File: config.mk
export PLATFORM = sky130hd
export DESIGN_NAME = irq_prio_arbiter
export DESIGN_NICKNAME = d
export VERILOG_FILES = /design/src/rtl/irq_arb_pkg.sv /design/src/rtl/irq_src_qualify.sv /design/src/rtl/irq_fixed_pick.sv /design/src/rtl/irq_nest_track.sv /design/src/rtl/irq_prio_arbiter.sv
export SDC_FILE = /design/constraint.sdc
export NUM_CORES = 1
export LEC_CHECK = 0
export BUFFER_PORTS_ARGS = -buffer_cell sky130_fd_sc_hd__buf_4
export CAP_MARGIN = 5
export CORE_AREA = 2 2 48 67
export CTS_CLUSTER_SIZE = 8
export DETAILED_ROUTE_END_ITERATION = 7
export DIE_AREA = 0 0 50 69
export GPL_ROUTABILITY_DRIVEN = 0
export PLACE_DENSITY_LB_ADDON = 0.2
export SYNTH_ARGS = -nofsm -noshare
export SYNTH_HDL_FRONTEND = slang
export SYNTH_HIERARCHICAL = 1
export SYNTH_SLANG_ARGS = --single-unit
File: constraint.sdc
create_clock -name clk -period 2.2 [get_ports clk]
set_input_delay 0.33 -clock clk [delete_from_list [all_inputs] [get_ports clk]]
set_output_delay 0.33 -clock clk [all_outputs]
set_load 0.005 [all_outputs]
File: src/rtl/irq_arb_pkg.sv
package irq_arb_pkg;

  localparam int unsigned NUM_SRC  = 8;
  localparam int unsigned IDX_W    = $clog2(NUM_SRC);
  localparam int unsigned VEC_W    = 8;
  localparam int unsigned VEC_BASE = 3;
  localparam int unsigned VEC_STEP = 8;

  // vector address for a source index
  function automatic logic [VEC_W-1:0] vec_of(input logic [IDX_W-1:0] idx);
    logic [VEC_W-1:0] v;
    v = VEC_W'(VEC_BASE) + VEC_W'(VEC_STEP) * VEC_W'(idx);
    return v;
  endfunction

endpackage

File: src/rtl/irq_src_qualify.sv
// Masks raw requests by enable and by the current nesting state, splitting
// the survivors into high-level and low-level candidate vectors.
module irq_src_qualify #(
  parameter int unsigned N = 8
) (
  input  logic [N-1:0] req_i,
  input  logic [N-1:0] en_i,
  input  logic [N-1:0] prio_hi_i,
  input  logic         hi_act_i,
  input  logic         lo_act_i,
  output logic [N-1:0] cand_hi_o,
  output logic [N-1:0] cand_lo_o
);

  logic [N-1:0] elig;

  always_comb begin
    elig = req_i & en_i;
    cand_hi_o = '0;
    cand_lo_o = '0;
    if (!hi_act_i) begin
      cand_hi_o = elig & prio_hi_i;
      if (!lo_act_i) begin
        cand_lo_o = elig & ~prio_hi_i;
      end
    end
  end

endmodule

File: src/rtl/irq_fixed_pick.sv
// Fixed-order selector: the lowest set index wins.
module irq_fixed_pick #(
  parameter int unsigned N  = 8,
  parameter int unsigned IW = $clog2(N)
) (
  input  logic [N-1:0]  cand_i,
  output logic          valid_o,
  output logic [IW-1:0] idx_o,
  output logic [N-1:0]  onehot_o
);

  logic [N:0] seen;

  assign seen[0] = 1'b0;

  genvar g;
  generate
    for (g = 0; g < N; g++) begin : g_chain
      assign onehot_o[g] = cand_i[g] & ~seen[g];
      assign seen[g+1]   = seen[g] | cand_i[g];
    end
  endgenerate

  assign valid_o = seen[N];

  always_comb begin
    idx_o = '0;
    for (int i = 0; i < int'(N); i++) begin
      if (onehot_o[i]) idx_o = idx_o | IW'(i);
    end
  end

endmodule

File: src/rtl/irq_nest_track.sv
// Two-level service tracker. A return retires high first, then low.
// A push in the same cycle applies after the pop.
module irq_nest_track (
  input  logic clk,
  input  logic rst_n,
  input  logic pop_i,
  input  logic push_hi_i,
  input  logic push_lo_i,
  output logic hi_act_o,
  output logic lo_act_o
);

  logic hi_q, lo_q, hi_d, lo_d;

  always_comb begin
    hi_d = hi_q;
    lo_d = lo_q;
    if (pop_i) begin
      if (hi_q) hi_d = 1'b0;
      else      lo_d = 1'b0;
    end
    if (push_hi_i) hi_d = 1'b1;
    if (push_lo_i) lo_d = 1'b1;
  end

  always_ff @(posedge clk or negedge rst_n) begin
    if (!rst_n) begin
      hi_q <= 1'b0;
      lo_q <= 1'b0;
    end else begin
      hi_q <= hi_d;
      lo_q <= lo_d;
    end
  end

  assign hi_act_o = hi_q;
  assign lo_act_o = lo_q;

endmodule

File: src/rtl/irq_prio_arbiter.sv
module irq_prio_arbiter
  import irq_arb_pkg::*;
(
  input  logic               clk,
  input  logic               rst_n,
  input  logic [NUM_SRC-1:0] req_i,
  input  logic [NUM_SRC-1:0] en_i,
  input  logic [NUM_SRC-1:0] prio_hi_i,
  input  logic               glb_en_i,
  input  logic               boundary_i,
  input  logic               reti_i,
  output logic               take_o,
  output logic [IDX_W-1:0]   src_o,
  output logic [VEC_W-1:0]   vec_o,
  output logic [NUM_SRC-1:0] ack_o
);

  logic               hi_act, lo_act;
  logic [NUM_SRC-1:0] cand_hi, cand_lo, oh_hi, oh_lo;
  logic               v_hi, v_lo;
  logic [IDX_W-1:0]   i_hi, i_lo;

  logic               fire;
  logic               win_is_hi;
  logic [IDX_W-1:0]   win_idx;
  logic [NUM_SRC-1:0] win_oh;

  logic               take_q, take_d;
  logic [IDX_W-1:0]   src_q, src_d;
  logic [NUM_SRC-1:0] ack_q, ack_d;

  irq_src_qualify #(.N(NUM_SRC)) u_qual (
    .req_i     (req_i),
    .en_i      (en_i),
    .prio_hi_i (prio_hi_i),
    .hi_act_i  (hi_act),
    .lo_act_i  (lo_act),
    .cand_hi_o (cand_hi),
    .cand_lo_o (cand_lo)
  );

  irq_fixed_pick #(.N(NUM_SRC), .IW(IDX_W)) u_pick_hi (
    .cand_i   (cand_hi),
    .valid_o  (v_hi),
    .idx_o    (i_hi),
    .onehot_o (oh_hi)
  );

  irq_fixed_pick #(.N(NUM_SRC), .IW(IDX_W)) u_pick_lo (
    .cand_i   (cand_lo),
    .valid_o  (v_lo),
    .idx_o    (i_lo),
    .onehot_o (oh_lo)
  );

  // the high level always overrides the low level
  always_comb begin
    win_is_hi = v_hi;
    win_idx   = v_hi ? i_hi  : i_lo;
    win_oh    = v_hi ? oh_hi : oh_lo;
    fire      = boundary_i & glb_en_i & (v_hi | v_lo);
  end

  irq_nest_track u_nest (
    .clk       (clk),
    .rst_n     (rst_n),
    .pop_i     (reti_i),
    .push_hi_i (fire & win_is_hi),
    .push_lo_i (fire & ~win_is_hi),
    .hi_act_o  (hi_act),
    .lo_act_o  (lo_act)
  );

  always_comb begin
    take_d = fire;
    ack_d  = fire ? win_oh : '0;
    src_d  = src_q;
    if (fire) src_d = win_idx;
  end

  always_ff @(posedge clk or negedge rst_n) begin
    if (!rst_n) begin
      take_q <= 1'b0;
      src_q  <= '0;
      ack_q  <= '0;
    end else begin
      take_q <= take_d;
      src_q  <= src_d;
      ack_q  <= ack_d;
    end
  end

  assign take_o = take_q;
  assign src_o  = src_q;
  assign ack_o  = ack_q;
  assign vec_o  = vec_of(src_q);

endmodule

==> flow_summary_export.csv, run 1 <==
group,metric,value,unit
synthesis,synth.yosys.seq_area_share,0.2969,
timing,report.final.slew_viol_count,0,
synthesis,ys_warn_count,6,
timing,final.period_utilization,1.019,
power,peakVddDrop,0.3936,mV
timing,finalWorstPathRequiredPeriod,2.242,ns
flow_run,max-cap-violations,0,
floorplan,core.rowCount,23,
timing,highest_achievable_clock_rate,0.4460,GHz
timing,final.hold.worst_slack,0.3912,ns
floorplan,die_height,69,um
grt,number_of_antenna_violations_at_the_first_check_in_global_routing,0,
place,detailedPlacementHpwl,2.579,mm
critical_path,arrival,2.36,ns
timing,rsz0062_at_grt,"true",
clocking,cts-buffers-inserted,3,
synthesis,synth.avg_cell_area,8.939,um^2
routing,drt_first_iter_violations,18,
finish,layout-drive-gt1-share,0.5297,
place,placement.io_buffers,43,
synthesis,post_synth_num_cell_types,27,
clocking,clock_tree_from_tritoncts,"done",
clocking,clk_pin_slew,0.05,ns
timing,post_route_setup_tns,-0.08831,ns
floorplan,effective_utilization_at_floorplan,0.4141,
synthesis,synth.ff_latch_count,14,
synthesis,syn-cell-area,1180,um^2
routing,remaining_drc_errors,0,
finish,insertedDiodeCount,0,
routing,detail-route-antenna-nets,0,
grt,maximum_number_of_pins_on_one_net_before_global_route_repair,15,
critical_path,critPathCaptureType,"flop",
grt,via_count_of_the_first_global_routing_pass,1198,
clocking,cts_num_sinks,14,
timing,clock-skew-final,0.001616,ns
grt,grt_use_total,0.1817,
timing,post-route-worst-setup-slack,-0.04228,ns
floorplan,floorplan.die.width,50,um
grt,first_pass_grt_wire_length,4.968,mm
routing,drt_pre_antenna_iters,4,
critical_path,path_class,"reg2reg",
finish,layout.core_utilization,0.6324,
routing,via_count,1189,
floorplan,boundaryPins,49,
status,status,"finished, violations left",
power,cellPowerDensity,540.1,nW/um^2
clocking,cts-root-buf,"sky130_fd_sc_hd__clkbuf_8",
floorplan,core_area,2849,um^2
floorplan,die_area,3450,um^2
synthesis,post_synth_inst_count,132,
critical_path,worst_setup_path_start_kind,"flop",
clocking,clock_latency,0.24,ns
routing,drt_wl_total,3.091,mm
finish,nets,233,
power,total_leakage_power,0.9217,nW
routing,routed_via_density,4.975,
critical_path,worstPathMaxFanout,6,
power,finalPower,0.0009731,W
status,violations,"setup timing",
finish,syn2layout_area_growth,52.70,%
clocking,cts-htree-levels,1,
clocking,cts_buffer_depth,2,
timing,hold_violation_total_from_the_final_report,0,
critical_path,crit_required,2.32,ns
grt,grt_overflow,0,
timing,setup_violations,3,
min_path,hold_path_class,"in2reg",
routing,wire_per_inst,12.93,um
report_power, final:
group | switching [W] | total [W] | internal [W] | leakage (nW)
Sequential | 0.0000252 | 0.000314 | 0.000289 | 0.188
Combinational | 0.000196 | 0.000463 | 0.000268 | 0.712
Clock | 0.0000754 | 0.000196 | 0.000120 | 0.0216
Total | 0.000296 | 0.000973 | 0.000677 | 0.922
path summary, 6_finish.rpt:
kind | start | end | slack (ns) | cells after the start
hold / removal | reti_i | u_nest/hi_act_o | 0.39 | 3
setup / recovery | u_nest/hi_act_o | src_o[1] | -0.04 | 8
min in group asynchronous | rst_n | u_nest/lo_act_o | 0.47 | 2
max in group asynchronous | rst_n | u_nest/hi_act_o | 1.56 | 2
setup reg to reg | u_nest/hi_act_o | src_o[1] | -0.04 | 8
hold reg to reg | src_o[0] | src_o[0] | 0.55 | 1
metal layers:
layer / part of all wire / global-route usage / routed length [um]
met2: 0.56 / 0.3421 / 1738
met3: 0.044 / 0.01948 / 136
met1: 0.35 / 0.1816 / 1081
met5: 0 / 0 / 0
met4: 0.043 / 0.1080 / 134
worst max-delay path, cell delays in order (launching register included):
cell and delay [ns]:
sky130_fd_sc_hd__dfrtp_2 0.45, sky130_fd_sc_hd__or2_4 0.29, sky130_fd_sc_hd__buf_4 0.17, sky130_fd_sc_hd__nor3_4 0.26, sky130_fd_sc_hd__nor2_1 0.10, sky130_fd_sc_hd__o21ai_0 0.16
sky130_fd_sc_hd__a211oi_1 0.15, sky130_fd_sc_hd__mux2_4 0.28, sky130_fd_sc_hd__mux2_2 0.26
flip-flops by register name, summed over array words and instances (netlist names):
register         count
u_nest/hi_act_o      1
src_o                3
take_o               1
ack_o                8
u_nest/lo_act_o      1
area by class of cell:
cell class              instances  area, um^2
fillers                       256        1047
multi-input cells              98       733.2
repair buffers                 79       599.3
flip-flops and latches         14       351.6
well taps                      37       46.29
clock buffers                   3       41.29
inverters                       8       30.03
cell usage in the layout, fill, tap and decap left out:
cell type                       count
sky130_fd_sc_hd__nor3b_1           11
sky130_fd_sc_hd__dfrtp_1           13
sky130_fd_sc_hd__nand2_1            8
sky130_fd_sc_hd__o211ai_4           1
sky130_fd_sc_hd__buf_6              1
sky130_fd_sc_hd__a211oi_1           4
sky130_fd_sc_hd__nor3_4             5
sky130_fd_sc_hd__o21ai_0            4
sky130_fd_sc_hd__dlygate4sd3_1      1
sky130_fd_sc_hd__buf_4             77
sky130_fd_sc_hd__a21o_1             3
sky130_fd_sc_hd__or4_4              2
sky130_fd_sc_hd__nor2b_1            2
sky130_fd_sc_hd__mux2_2             3
sky130_fd_sc_hd__clkbuf_8           3
sky130_fd_sc_hd__and2_1             2
sky130_fd_sc_hd__mux2_4             3
sky130_fd_sc_hd__a21o_2             1
sky130_fd_sc_hd__and3_1             1
sky130_fd_sc_hd__conb_1             5
sky130_fd_sc_hd__nand2b_1           1
sky130_fd_sc_hd__or2_4              1
sky130_fd_sc_hd__nor2_1            19
sky130_fd_sc_hd__nand2_2            2
sky130_fd_sc_hd__a21oi_1            2
sky130_fd_sc_hd__dfrtp_2            1
sky130_fd_sc_hd__nor4_1             3
sky130_fd_sc_hd__nor3b_2            3
sky130_fd_sc_hd__inv_1              8
sky130_fd_sc_hd__mux2i_1            8
sky130_fd_sc_hd__nor3_2             4
kinds of logic after synthesis:
| group | share of synthesized area |
|---|---|
| mux | 0.1347 |
| simple gates | 0.3436 |
| compound gates | 0.08802 |
| buf+inv | 0.1304 |
| other cells | 0.006365 |
| flops | 0.2969 |
synth_stat cells:
cell,number,area (um^2)
sky130_fd_sc_hd__a21oi_1,2,10.01
sky130_fd_sc_hd__conb_1,2,7.510
sky130_fd_sc_hd__mux2_4,3,45.04
sky130_fd_sc_hd__or4_4,2,22.52
sky130_fd_sc_hd__nor3_2,8,80.08
sky130_fd_sc_hd__buf_6,3,33.78
sky130_fd_sc_hd__o21ai_0,4,20.02
sky130_fd_sc_hd__or2_1,1,6.260
sky130_fd_sc_hd__nor3_4,1,16.27
sky130_fd_sc_hd__inv_1,8,30.03
sky130_fd_sc_hd__nand2b_1,1,6.260
sky130_fd_sc_hd__nand2_1,10,37.54
sky130_fd_sc_hd__a211oi_1,4,30.03
sky130_fd_sc_hd__a21o_2,1,8.760
sky130_fd_sc_hd__and3_1,1,6.260
sky130_fd_sc_hd__nor2b_1,2,12.51
sky130_fd_sc_hd__nor3b_1,12,90.09
sky130_fd_sc_hd__dfrtp_1,14,350.3
sky130_fd_sc_hd__and2_1,2,12.51
sky130_fd_sc_hd__a21o_1,3,22.52
sky130_fd_sc_hd__mux2_2,3,33.78
sky130_fd_sc_hd__nor3b_2,2,25.02
sky130_fd_sc_hd__buf_4,12,90.09
sky130_fd_sc_hd__mux2i_1,8,80.08
sky130_fd_sc_hd__nor4_1,3,18.77
sky130_fd_sc_hd__nor2_1,19,71.32
sky130_fd_sc_hd__o211ai_2,1,12.51
metrics by stage:
step	cell area, um^2	setup slack [ns]	cells
floorplan	1191	-0.03717	135
global placement	1677	-0.2126	232
detailed placement	1677	-0.2597	232
CTS	1769	-0.04241	237
global route	1802	-0.1072	239
finish	1802	-0.04228	239
timing repair:
item | 4_1_cts | 5_1_grt
pin swaps | 2 | 2
endpoints found under the hold margin | 14 | 0
hold buffers | 1 | 0
gates cloned | 0 | 0
endpoints found under the setup margin | 13 | 10
resized for setup | 7 | 4
setup buffers | 1 | 2
Note: power is estimated with default switching activity, not from simulation.
==> run 2: changes to the inputs <==
--- a/config.mk
+++ b/config.mk
@@ -7,12 +7,13 @@
 export LEC_CHECK = 0
 export BUFFER_PORTS_ARGS = -buffer_cell sky130_fd_sc_hd__buf_4
 export CAP_MARGIN = 5
-export CORE_AREA = 2 2 48 67
+export CORE_AREA = 2 2 47 66
 export CTS_CLUSTER_SIZE = 8
 export DETAILED_ROUTE_END_ITERATION = 7
-export DIE_AREA = 0 0 50 69
+export DIE_AREA = 0 0 49 68
 export GPL_ROUTABILITY_DRIVEN = 0
 export PLACE_DENSITY_LB_ADDON = 0.2
+export SKIP_CTS_REPAIR_TIMING = 1
 export SYNTH_ARGS = -nofsm -noshare
 export SYNTH_HDL_FRONTEND = slang
 export SYNTH_HIERARCHICAL = 1
==> constraint.sdc (replaced) <==
create_clock -name clk -period 2.6 [get_ports clk]
set_input_delay 0.39 -clock clk [delete_from_list [all_inputs] [get_ports clk]]
set_output_delay 0.39 -clock clk [all_outputs]
set_load 0.005 [all_outputs]
==> flow_summary_export.csv, run 2 (same netlist as run 1, synthesis figures left out) <==
group,metric,value,unit
critical_path,critPathCaptureType,"flop",
clocking,clock_tree_from_tritoncts,"done",
critical_path,path_delay_family,"simple AND/OR/NAND/NOR gates",
clocking,clk_pin_slew,0.05,ns
min_path,worst_hold_startpoint,"reti_i",
finish,fill_cell_count,258,
critical_path,regToRegEndpoint,"src_o[1]",
floorplan,core.rowCount,23,
finish,syn2layout_area_growth,36.16,%
finish,layout.cells.most_common,"sky130_fd_sc_hd__buf_4",
critical_path,path_class,"reg2reg",
grt,grt_use_total,0.1690,
critical_path,reg2reg_slack,0.19,ns
critical_path,crit_required,2.72,ns
timing,setup_violations,0,
place,post-place-ws,0.1836,ns
clocking,cts_num_sinks,14,
critical_path,r2r_start,"u_nest/hi_act_o",
place,placement.io_buffers,43,
grt,maximum_number_of_pins_on_one_net_before_global_route_repair,15,
routing,remaining_drc_errors,0,
critical_path,crit_path_frequent_cell,"sky130_fd_sc_hd__nor3_2",
min_path,min_delay_path_depth,3,
grt,via_count_of_the_first_global_routing_pass,1067,
clocking,cts_buffer_depth,2,
clocking,cts-htree-levels,1,
routing,detail-route-antenna-nets,0,
finish,insertedDiodeCount,0,
routing,via_count,1047,
routing,routed_via_density,4.781,
timing,clock-skew-final,0.0006368,ns
power,cellPowerDensity,488.0,nW/um^2
clocking,clock_latency,0.24,ns
critical_path,arrival,2.53,ns
finish,mostFrequentLayoutCells,"sky130_fd_sc_hd__buf_4 (57), sky130_fd_sc_hd__nor2_1 (19), sky130_fd_sc_hd__dfrtp_1 (14)",
floorplan,die_area,3332,um^2
timing,hold_violation_total_from_the_final_report,0,
critical_path,critical_path.slowest_cell,"sky130_fd_sc_hd__or4_4",
min_path,hold_path_class,"in2reg",
grt,first_pass_grt_wire_length,4.291,mm
critical_path,cp_num_buf_inv,0,
critical_path,cp_slowest_stage_delay,0.58,ns
critical_path,timing.reg2reg.worst_path_depth,7,
floorplan,die_height,68,um
timing,report.final.slew_viol_count,0,
power,total_leakage_power,0.8177,nW
timing,rsz0062_at_grt,"false",
timing,post_route_setup_tns,0,ns
timing,post-route-worst-setup-slack,0.1940,ns
status,status,"finished, final reports clean",
flow_run,max-cap-violations,0,
finish,largest_reg_flops,8,
routing,drt_first_iter_violations,10,
timing,timing_worst_slew_pin_value,0.5788,ns
routing,wire_per_inst,11.58,um
floorplan,boundaryPins,49,
timing,max-slew-margin-rel,0.6133,
clocking,cts-buffers-inserted,3,
routing,drt_wl_total,2.535,mm
grt,grt_overflow,0,
critical_path,worst_setup_path_start_kind,"flop",
grt,number_of_antenna_violations_at_the_first_check_in_global_routing,0,
critical_path,cells_traversed_along_the_worst_timing_path,"or2_1 > nor3_2 > or4_4 > nor3_2 > nand2_1 > o211ai_2 > mux2_2",
clocking,cts-root-buf,"sky130_fd_sc_hd__clkbuf_8",
finish,nets,212,
min_path,worstHoldEndpoint,"u_nest/hi_act_o",
finish,multi_input_area,686.9,um^2
power,peakVddDrop,0.2362,mV
routing,drt_pre_antenna_iters,4,
timing,highest_achievable_clock_rate,0.4156,GHz
floorplan,effective_utilization_at_floorplan,0.4227,
finish,layout-drive-gt1-share,0.4505,
place,detailedPlacementHpwl,2.243,mm
timing,final.period_utilization,0.9254,
timing,finalWorstPathRequiredPeriod,2.406,ns
critical_path,worstPathMaxFanout,7,
floorplan,core_area,2791,um^2
finish,seq_area,350.3,um^2
floorplan,floorplan.die.width,49,um
[run 2: layout make-up]
cell class              instances  area share
multi-input cells              98      0.4276
well taps                      37     0.02882
clock buffers                   4     0.03427
repair buffers                 58      0.2726
flip-flops and latches         14      0.2181
inverters                       8     0.01869
[run 2: worst max-delay path by stage]
stage                    start         endpoint  slack [ns]  depth (start not counted)
6_report       u_nest/hi_act_o         src_o[1]        0.19                          7
4_1_cts        u_nest/hi_act_o         src_o[1]        0.16                          7
2_1_floorplan  u_nest/hi_act_o  u_nest/lo_act_o        0.36                         11
3_5_place_dp   u_nest/hi_act_o         src_o[2]        0.18                          7
3_3_place_gp   u_nest/hi_act_o         src_o[2]        0.23                          7
5_1_grt        u_nest/lo_act_o         src_o[2]       0.004                          7
[run 2: routing by layer]
metal / vias up / track usage / share of wire
met5: - / 0 / 0
met4: 0 / 0.1214 / 0.040
met3: 10 / 0.02183 / 0.044
met2: 41 / 0.3253 / 0.53
met1: 457 / 0.1685 / 0.39
li1: 539 / - / -
[run 2: through the flow]
stage	hold slack, ns	total power [W]	std cells	cell area, um^2	utilization
3_3_place_gp	0.2400	0.0005809	214	1541	0.5522
3_5_place_dp	0.2438	0.0005902	214	1541	0.5522
6_report	0.4468	0.0007840	219	1607	0.5755
4_1_cts	-0.01126	0.0007925	218	1597	0.5719
2_1_floorplan	0.09441	0.0004867	135	1191	-
5_1_grt	0.4538	0.0008344	219	1607	0.5755
[run 2: power breakdown]
group          internal, W  total, W  switching, W
clock             0.000134  0.000200     0.0000664
sequential        0.000244  0.000263     0.0000195
combinational     0.000183  0.000321      0.000138
[run 2: worst register-to-register path, cell delays in order (launching register included)]
cell,delay [ns]
sky130_fd_sc_hd__dfrtp_1,0.39
sky130_fd_sc_hd__or2_1,0.27
sky130_fd_sc_hd__nor3_2,0.09
sky130_fd_sc_hd__or4_4,0.58
sky130_fd_sc_hd__nor3_2,0.17
sky130_fd_sc_hd__nand2_1,0.09
sky130_fd_sc_hd__o211ai_2,0.33
sky130_fd_sc_hd__mux2_2,0.38
==> run 3: changes to the inputs <==
--- a/config.mk
+++ b/config.mk
@@ -13,6 +13,7 @@
 export DIE_AREA = 0 0 49 68
 export GPL_ROUTABILITY_DRIVEN = 0
 export PLACE_DENSITY_LB_ADDON = 0.2
+export RECOVER_POWER = 25
 export SKIP_CTS_REPAIR_TIMING = 1
 export SYNTH_ARGS = -nofsm -noshare
 export SYNTH_HDL_FRONTEND = slang
==> flow_summary_export.csv, run 3 (same netlist as run 1, synthesis figures left out) <==
group,metric,value,unit
status,status,"finished, final reports clean",
timing,report.final.slew_viol_count,0,
finish,mostFrequentLayoutCells,"sky130_fd_sc_hd__buf_4 (56), sky130_fd_sc_hd__nor2_1 (19), sky130_fd_sc_hd__dfrtp_1 (14)",
clocking,cts-buffers-inserted,3,
power,power.share.clock,0.255,
critical_path,arrival,2.53,ns
place,placement.io_buffers,43,
floorplan,die_height,68,um
timing,clock-skew-final,0.0006368,ns
critical_path,crit_required,2.72,ns
timing,post-route-worst-setup-slack,0.1940,ns
critical_path,r2r_start,"u_nest/hi_act_o",
clocking,clk_pin_slew,0.05,ns
finish,syn2layout_area_growth,35.84,%
clocking,cts-htree-levels,1,
critical_path,worstPathMaxFanout,7,
power,switching_power_total,0.0002236,W
timing,final.period_utilization,0.9254,
power,finalPower,0.0007832,W
critical_path,critical_path.slowest_cell,"sky130_fd_sc_hd__or4_4",
clocking,cts-root-buf,"sky130_fd_sc_hd__clkbuf_8",
finish,largest_reg_flops,8,
timing,rsz0062_at_grt,"false",
timing,setup_violations,0,
timing,max-slew-margin-rel,0.5332,
routing,via_count,1047,
critical_path,path_delay_family,"simple AND/OR/NAND/NOR gates",
grt,via_count_of_the_first_global_routing_pass,1067,
place,detailedPlacementHpwl,2.243,mm
routing,wire_per_inst,11.56,um
finish,layout.core_utilization,0.5742,
power,peakVddDrop,0.2361,mV
power,total_leakage_power,0.8141,nW
routing,drt_first_iter_violations,10,
routing,routed_via_density,4.781,
grt,number_of_antenna_violations_at_the_first_check_in_global_routing,0,
finish,insertedDiodeCount,0,
timing,timing_worst_slew_pin_value,0.7001,ns
power,cellPowerDensity,488.6,nW/um^2
power,share_comb_of_total_power,0.408,
finish,layout-drive-gt1-share,0.4451,
clocking,clock_latency,0.24,ns
timing,final.hold.worst_slack,0.4468,ns
floorplan,core_area,2791,um^2
floorplan,floorplan.die.width,49,um
grt,grt_overflow,0,
grt,first_pass_grt_wire_length,4.291,mm
timing,highest_achievable_clock_rate,0.4156,GHz
floorplan,effective_utilization_at_floorplan,0.4227,
finish,nets,212,
clocking,clock_tree_from_tritoncts,"done",
floorplan,core.rowCount,23,
critical_path,path_class,"reg2reg",
power,netSwitchingFraction,0.2855,
power,pwr-share-seq,0.336,
routing,detail-route-antenna-nets,0,
critical_path,worst_setup_path_start_kind,"flop",
floorplan,boundaryPins,49,
timing,post_route_setup_tns,0,ns
place,post-place-ws,0.1836,ns
timing,hold_violation_total_from_the_final_report,0,
routing,remaining_drc_errors,0,
finish,layout.cells.most_common,"sky130_fd_sc_hd__buf_4",
min_path,hold_path_class,"in2reg",
critical_path,critPathCaptureType,"flop",
routing,drt_wl_total,2.532,mm
clocking,cts_buffer_depth,2,
critical_path,crit_path_frequent_cell,"sky130_fd_sc_hd__nor3_2",
timing,finalWorstPathRequiredPeriod,2.406,ns
critical_path,cp_slowest_stage_delay,0.58,ns
finish,fill_cell_count,260,
grt,maximum_number_of_pins_on_one_net_before_global_route_repair,15,
min_path,worst_hold_startpoint,"reti_i",
critical_path,cells_traversed_along_the_worst_timing_path,"or2_1 > nor3_2 > or4_4 > nor3_2 > nand2_1 > o211ai_2 > mux2_2",
clocking,cts_num_sinks,14,
grt,grt_use_total,0.1690,
routing,drt_pre_antenna_iters,4,
flow_run,max-cap-violations,0,
critical_path,cp_num_buf_inv,0,
floorplan,die_area,3332,um^2
critical_path,cp-startpoint,"u_nest/hi_act_o",
power,intPower,0.0005596,W
==> run 3: final cells by class <==
type	instances	area, um^2	area share
Sequential cell	14	350.3	0.2186
Timing Repair Buffer	58	434.2	0.2709
Multi-Input combinational cell	98	686.9	0.4286
Clock buffer	4	55.05	0.03435
Tap cell	37	46.29	0.02888
Inverter	8	30.03	0.01874
==> run 3: worst paths after layout <==
path                                    to  slack [ns]  cells after the start
max                               src_o[1]        0.19                      7
min                        u_nest/hi_act_o        0.45                      3
max reg2reg                       src_o[1]        0.19                      7
min reg2reg                u_nest/lo_act_o        0.53                      1
max in group asynchronous         ack_o[5]        1.45                      2
min in group asynchronous         ack_o[7]        0.71                      2
==> run 3: metrics by stage <==
stage,std cells,instance area (um^2)
after CTS,218,1597
after detailed placement,214,1541
final,219,1603
after global routing,219,1603
after global placement,214,1541
after floorplan,135,1191
==> run 3: power by group through the flow <==
stage	Sequential [W]	Clock, W	Combinational (W)
2_1_floorplan	0.000264	0	0.000222
3_3_place_gp	0.000264	0	0.000317
3_5_place_dp	0.000267	0	0.000323
4_1_cts	0.000263	0.000205	0.000324
5_1_grt	0.000266	0.000216	0.000352
6_report	0.000263	0.000200	0.000320
==> run 3: routing by layer <==
| metal | vias up | GRT usage | share of wire |
|---|---|---|---|
| li1 | 539 | - | - |
| met1 | 457 | 0.1685 | 0.39 |
| met2 | 41 | 0.3253 | 0.53 |
| met3 | 10 | 0.02183 | 0.043 |
| met4 | 0 | 0.1214 | 0.040 |
| met5 | - | 0 | 0 |
==> run 3: worst reg2reg max path, stage by stage, from the launching register on <==
cell	delay (ns)
sky130_fd_sc_hd__dfrtp_1	0.39
sky130_fd_sc_hd__or2_1	0.27
sky130_fd_sc_hd__nor3_2	0.09
sky130_fd_sc_hd__or4_4	0.58
sky130_fd_sc_hd__nor3_2	0.17
sky130_fd_sc_hd__nand2_1	0.09
sky130_fd_sc_hd__o211ai_2	0.33
sky130_fd_sc_hd__mux2_2	0.38
